==> src/rtl/guard_pkg.sv <==
package guard_pkg;

    typedef enum logic {
        LVL_DOM = 1'b0,
        LVL_REC = 1'b1
    } bus_lvl_e;

    typedef struct packed {
        logic locked;
        logic drv;
    } guard_state_t;

endpackage

==> src/rtl/guard_sync.sv <==
module guard_sync #(
    parameter int   STAGES  = 2,
    parameter logic RST_VAL = 1'b1
) (
    input  logic clk,
    input  logic rst_n,
    input  logic d_in,
    output logic q_out
);
    logic [STAGES-1:0] st_d, st_q;

    generate
        if (STAGES == 1) begin : g_single
            always_comb st_d = d_in;
        end else begin : g_chain
            always_comb st_d = {st_q[STAGES-2:0], d_in};
        end
    endgenerate

    always_ff @(posedge clk or negedge rst_n) begin
        if (!rst_n) st_q <= {STAGES{RST_VAL}};
        else        st_q <= st_d;
    end

    assign q_out = st_q[STAGES-1];
endmodule

==> src/rtl/guard_dom_timer.sv <==
module guard_dom_timer #(
    parameter int LIMIT = 3375000
) (
    input  logic clk,
    input  logic rst_n,
    input  logic clr,
    output logic expire
);
    localparam int CW = $clog2(LIMIT + 1);
    localparam logic [CW-1:0] LAST = CW'(LIMIT - 1);
    localparam logic [CW-1:0] TOP  = CW'(LIMIT);

    logic [CW-1:0] cnt_d, cnt_q;

    always_comb begin
        cnt_d = cnt_q;
        if (clr)              cnt_d = '0;
        else if (cnt_q < TOP) cnt_d = cnt_q + 1'b1;
    end

    always_ff @(posedge clk or negedge rst_n) begin
        if (!rst_n) cnt_q <= '0;
        else        cnt_q <= cnt_d;
    end

    assign expire = !clr && (cnt_q == LAST);

    // the dominant run counter saturates and never passes its limit
    a_r3_dom_saturates: assert property (@(posedge clk) disable iff (!rst_n)
        cnt_q <= TOP);
    // a clear request empties the counter on the next edge
    a_r6_dom_cleared: assert property (@(posedge clk) disable iff (!rst_n)
        clr |=> cnt_q == '0);
endmodule

==> src/rtl/guard_rearm_timer.sv <==
module guard_rearm_timer #(
    parameter int LIMIT = 1251
) (
    input  logic clk,
    input  logic rst_n,
    input  logic run,
    output logic done
);
    localparam int CW = $clog2(LIMIT + 1);
    localparam logic [CW-1:0] LAST = CW'(LIMIT - 1);

    logic [CW-1:0] cnt_d, cnt_q;

    always_comb begin
        cnt_d = '0;
        if (run && cnt_q != LAST) cnt_d = cnt_q + 1'b1;
    end

    always_ff @(posedge clk or negedge rst_n) begin
        if (!rst_n) cnt_q <= '0;
        else        cnt_q <= cnt_d;
    end

    assign done = run && (cnt_q == LAST);

    // the recovery counter stays below its limit
    a_r4_rearm_bounded: assert property (@(posedge clk) disable iff (!rst_n)
        cnt_q <= LAST);
    // a break in the high run restarts recovery from zero
    a_r5_rearm_restart: assert property (@(posedge clk) disable iff (!rst_n)
        !run |=> cnt_q == '0);
endmodule

==> src/rtl/tx_dom_guard.sv <==
module tx_dom_guard #(
    parameter int SYNC_STAGES = 2,
    parameter int DOM_LIMIT   = 3375000,
    parameter int REARM_LIMIT = 1251
) (
    input  logic clk,
    input  logic rst_n,
    input  logic enable,
    input  logic tx_in,
    input  logic bus_in,
    output logic drv_dominant,
    output logic rx_out,
    output logic timeout_flag
);
    import guard_pkg::*;

    logic         tx_s;
    logic         bus_s;
    logic         dom_clr;
    logic         dom_expire;
    logic         rearm_run;
    logic         rearm_done;
    guard_state_t st_d, st_q;

    guard_sync #(.STAGES(SYNC_STAGES), .RST_VAL(LVL_REC)) u_tx_sync (
        .clk(clk), .rst_n(rst_n), .d_in(tx_in), .q_out(tx_s)
    );

    guard_sync #(.STAGES(SYNC_STAGES), .RST_VAL(LVL_REC)) u_bus_sync (
        .clk(clk), .rst_n(rst_n), .d_in(bus_in), .q_out(bus_s)
    );

    assign dom_clr   = !enable || (tx_s == LVL_REC);
    assign rearm_run = enable && st_q.locked && (tx_s == LVL_REC);

    guard_dom_timer #(.LIMIT(DOM_LIMIT)) u_dom_timer (
        .clk(clk), .rst_n(rst_n), .clr(dom_clr), .expire(dom_expire)
    );

    guard_rearm_timer #(.LIMIT(REARM_LIMIT)) u_rearm_timer (
        .clk(clk), .rst_n(rst_n), .run(rearm_run), .done(rearm_done)
    );

    always_comb begin
        st_d = st_q;
        if (!enable)          st_d.locked = 1'b0;
        else if (st_q.locked) st_d.locked = !rearm_done;
        else                  st_d.locked = dom_expire;
        st_d.drv = enable && (tx_s == LVL_DOM) && !st_d.locked;
    end

    always_ff @(posedge clk or negedge rst_n) begin
        if (!rst_n) st_q <= '0;
        else        st_q <= st_d;
    end

    assign drv_dominant = st_q.drv;
    assign timeout_flag = st_q.locked;
    assign rx_out       = bus_s;

    // driver off whenever the timeout is latched
    a_r8_no_drive_locked: assert property (@(posedge clk) disable iff (!rst_n)
        timeout_flag |-> !drv_dominant);
    // the driver only goes dominant after a dominant request while enabled
    a_r2_drive_cause: assert property (@(posedge clk) disable iff (!rst_n)
        drv_dominant |-> ($past(tx_s) == LVL_DOM) && $past(enable));
    // the latch only sets during a dominant request
    a_r3_set_cause: assert property (@(posedge clk) disable iff (!rst_n)
        $rose(timeout_flag) |-> $past(tx_s) == LVL_DOM);
    // with the guard enabled, release needs a recessive input
    a_r4_release_cause: assert property (@(posedge clk) disable iff (!rst_n)
        ($fell(timeout_flag) && $past(enable)) |-> $past(tx_s) == LVL_REC);
    // disabling forces the driver recessive and drops the latch
    a_r6_disable: assert property (@(posedge clk) disable iff (!rst_n)
        !enable |=> !drv_dominant && !timeout_flag);
endmodule

==> config.mk <==
export PLATFORM = sky130hd
export DESIGN_NAME = tx_dom_guard
export DESIGN_NICKNAME = d
export VERILOG_FILES = /design/src/rtl/guard_pkg.sv /design/src/rtl/guard_sync.sv /design/src/rtl/guard_dom_timer.sv /design/src/rtl/guard_rearm_timer.sv /design/src/rtl/tx_dom_guard.sv
export SDC_FILE = /design/constraint.sdc
export NUM_CORES = 1
export LEC_CHECK = 0
export BUFFER_PORTS_ARGS = -buffer_cell sky130_fd_sc_hd__buf_4
export CAP_MARGIN = 10
export CORE_MARGIN = 3
export CORE_UTILIZATION = 60
export CTS_CLUSTER_DIAMETER = 60
export CTS_CLUSTER_SIZE = 16
export DETAILED_ROUTE_END_ITERATION = 7
export GPL_TIMING_DRIVEN = 0
export PLACE_DENSITY = 0.78
export SLEW_MARGIN = 20
export SYNTH_ARGS = -nofsm -noshare
export SYNTH_HDL_FRONTEND = slang
export SYNTH_SLANG_ARGS = --single-unit
==> constraint.sdc <==
create_clock -name clk -period 2.1 [get_ports clk]
set_input_delay 0.105 -clock clk [delete_from_list [all_inputs] [get_ports clk]]
set_output_delay 0.105 -clock clk [all_outputs]
set_load 0.02 [all_outputs]
==> impl_metrics.csv <==
group,metric,value,unit
power,pwr-share-clk,0.351,
power,power,0.00125,W
sta,relSlewSlack,0.507,
sta,hold_viol_final,0,
global_route,globalRouteTotalUtil,0.217,
power,swShare,0.224,
detailed_routing,drc_errors,0,
critical_path,slowest_delay,520,ps
sta,drv_slew,0,
power,p_comb_frac,0.038,
sta,finalCriticalPeriod,1980,ps
sta,finalSetupTns,0,ps
placement,dp_slack,146,ps
yosys,synth_edf_count,0,
critical_path,r2r_start,"u_dom_timer.cnt_q[9]",
sta,layout_setup_ws,124,ps
die,dieArea,0.00402,sq mm
sta,fin_crit_sh,0.941,
detailed_routing,via_per_inst,5.89,
yosys,yosys_warnings,0,
die,core,0.00310,sq mm
detailed_routing,wl,3890,microns
run_status,status,"completed",
detailed_routing,final_antenna_net_count,0,
yosys,yosys.area.top_type_share,0.442,
yosys,synth.distinct_cells,36,
yosys,synthTopCellsByCount,"dfrtp_1 (35), nor2_1 (28), nand2_1 (19)",
critical_path,cp_data_arrival_time,2260,ps
die,ios,8,
critical_path,r2r_slack,120,ps
cts,cts_buffers,5,
critical_path,cp-end-kind,"flop",
global_route,grt_max_degree,40,
detailed_routing,drtPass1Iterations,5,
sta,worst_clock_skew,11.0,ps
cts,h-tree-depth,2,
cells_and_area,final-instance-count-excl-fill,263,
yosys,syn_inst,201,
hold_path,min_path_type,"input port to flop",
global_route,antenna_found_initial,0,
critical_path,r2r-end,"u_dom_timer.cnt_q[10]",
hold_path,min_from,"enable",
cells_and_area,fin_nets,226,
yosys,synth-seq-cells,39,
cts,clock_sinks,39,
yosys,seq_area_frac_synth,0.496,
detailed_routing,vias,1549,
cells_and_area,diodes,0,
yosys,synth_fp_nets,209,
placement,dp_hpwl,2810,microns
die,die_h,63.4,microns
power,power_density,570,mW/mm^2
sta,finalSetupViolCount,0,
yosys,yosysTopAreaCell,"dfrtp_1",
cells_and_area,areaGrowthSynthToFinish,11.0,%
power,pwr-share-seq,0.610,
yosys,synth_area_per_cell,9.85,sq um
detailed_routing,drt_iter0_markers,89,
yosys,synth_ff_type,"dfrtp_1",
sta,rsz0062_at_grt,"false",
cells_and_area,fill_cells,252,
yosys,async_flop_share,1.00,
power,p_switching,0.000281,W
critical_path,path_max_fanout,10,
yosys,synth.most_common_cell,"dfrtp_1",
critical_path,r2r_cells,6,
cts,clkTransAtPathRegs,120,ps
power,worst_ir_drop_vdd,423,uV
die,num_rows,20,
critical_path,cpMaxStageDelayCell,"or4_1",
critical_path,path_cells,"and4_1, and4_4, buf_6, a21o_1, or4_1, a21oi_1",
critical_path,required,2380,ps
critical_path,crit_start,"u_dom_timer.cnt_q[9]",
placement,dp.cells,252,
critical_path,critical_path_class,"flop to flop",
global_route,grt_pass1_wl,6820,microns
placement,portBuffers,7,
global_route,overflow,0,
cts,clkLatencyLatePin,350,ps
global_route,grt_pass1_vias,1578,
job,maxCapViolations,0,
yosys,yosys-top-cells-area,"dfrtp_1 (44%), dfstp_2 (5.3%), nor2_1 (5.3%)",
placement,place_congestion,0.844,
sta,fmax,0.506,GHz
die,start_util,0.638,
power,power.internal,0.000972,W
cts,root_buffer,"clkbuf_4",
critical_path,critPathCapture,"u_dom_timer.cnt_q[10]",
cts,clk_path_buf_depth,2,
cts,cts_tree,"built",
critical_path,start_kind,"flop",
power,cellLeakagePower,0.890,nW
sta,tightest_slew,736,ps
cells_and_area,layout-drive-gt1-share,0.132,
yosys,synth_area,0.00198,sq mm
die,dieWidth,63.4,microns
detailed_routing,wl_per_cell,14.8,microns
[layout make-up]
cell class,instances,area [sq um],share of cell area
Timing Repair Buffer,10,82.6,0.0376
Multi-Input combinational cell,148,943,0.429
Clock inverter,1,7.51,0.00342
Buffer,7,36.3,0.0165
Sequential cell,39,981,0.446
Tap cell,44,55.1,0.0251
Clock buffer,7,65.1,0.0296
Inverter,7,26.3,0.0120
[registers in the layout (all words and copies together), names as in the netlist]
signal               cells
drv_dominant             1
timeout_flag             1
u_bus_sync.st_q          2
u_dom_timer.cnt_q       22
u_rearm_timer.cnt_q     11
u_tx_sync.st_q           2
[per-layer routing]
layer  share of wire  wire length, microns  track usage
met3           0.049                   191       0.0463
met5               0                     0            0
met1            0.45                  1730        0.277
met4           0.027                   106        0.113
met2            0.48                  1860        0.347
[what timing repair did]
action,CTS,global route
hold buffers,3,0
resized for setup,0,1
buffers inserted,0,0
endpoints found under the setup margin,0,2
endpoints found under the hold margin,37,0
[worst max-delay path: cells and delay by family, from the launching register on]
family | cells | cell delay [ps]
AND/OR/NAND/NOR | 3 | 960
flip-flops | 1 | 430
AO/OA/AOI/OAI | 2 | 370
buffers and inverters | 1 | 140
[metrics by stage]
stage	cell area (sq um)	hold slack (ps)	utilization
after floorplan	1980	-191	-
after global placement	2090	93.0	0.673
after detailed placement	2090	98.0	0.673
after CTS	2190	3.15	0.706
after global routing	2200	8.07	0.708
final	2200	14.2	0.708
[worst min path at each step]
stage | endpoint | slack, ps | cells after the start
2_1_floorplan | drv_dominant | -190 | 0
3_3_place_gp | u_rearm_timer.cnt_q[8] | 90 | 1
3_5_place_dp | u_rearm_timer.cnt_q[10] | 100 | 1
4_1_cts | timeout_flag | 3 | 2
5_1_grt | timeout_flag | 8 | 2
6_report | timeout_flag | 10 | 2
[layout by cell type, fill, tap and decap left out, types with 2 or more instances in the layout]
cell type | netlist | routed
clkbuf_8 | 0 | 2
nor2_1 | 28 | 28
nor4b_1 | 2 | 2
dlygate4sd3_1 | 0 | 3
xnor2_1 | 12 | 12
clkbuf_1 | 4 | 4
nand3_1 | 11 | 11
a21oi_1 | 14 | 14
clkbuf_4 | 0 | 5
and2_1 | 2 | 2
a31o_2 | 2 | 2
dfrtp_1 | 35 | 35
o31ai_1 | 3 | 3
inv_1 | 7 | 7
a31oi_1 | 2 | 2
or4_1 | 4 | 4
and3_1 | 6 | 6
buf_2 | 2 | 2
xor2_1 | 6 | 6
nand2_1 | 19 | 19
dfstp_2 | 4 | 4
buf_4 | 0 | 7
nand4_1 | 6 | 6
a211oi_1 | 4 | 4
and4_1 | 5 | 5
ha_1 | 3 | 3
nor3_1 | 2 | 2
a21o_1 | 6 | 6
[cell families (layout without fill, tap and decap cells)]
| group | after synthesis | in the layout | share of synthesized area |
|---|---|---|---|
| compound gates | 38 | 38 | 0.146 |
| xor+xnor | 18 | 18 | 0.0796 |
| fa+ha+maj | 3 | 3 | 0.0190 |
| buf+inv | 14 | 32 | 0.0316 |
| flops | 39 | 39 | 0.496 |
| simple gates | 89 | 89 | 0.228 |
[power groups by stage]
stage	Sequential [W]	Clock [W]	Combinational, W
2_1_floorplan	0.000780	0	0.0000127
3_3_place_gp	0.000778	0	0.0000430
3_5_place_dp	0.000779	0	0.0000446
4_1_cts	0.000765	0.000456	0.0000491
5_1_grt	0.000766	0.000498	0.0000543
6_report	0.000765	0.000440	0.0000482
(Power assumes the default switching activity.)
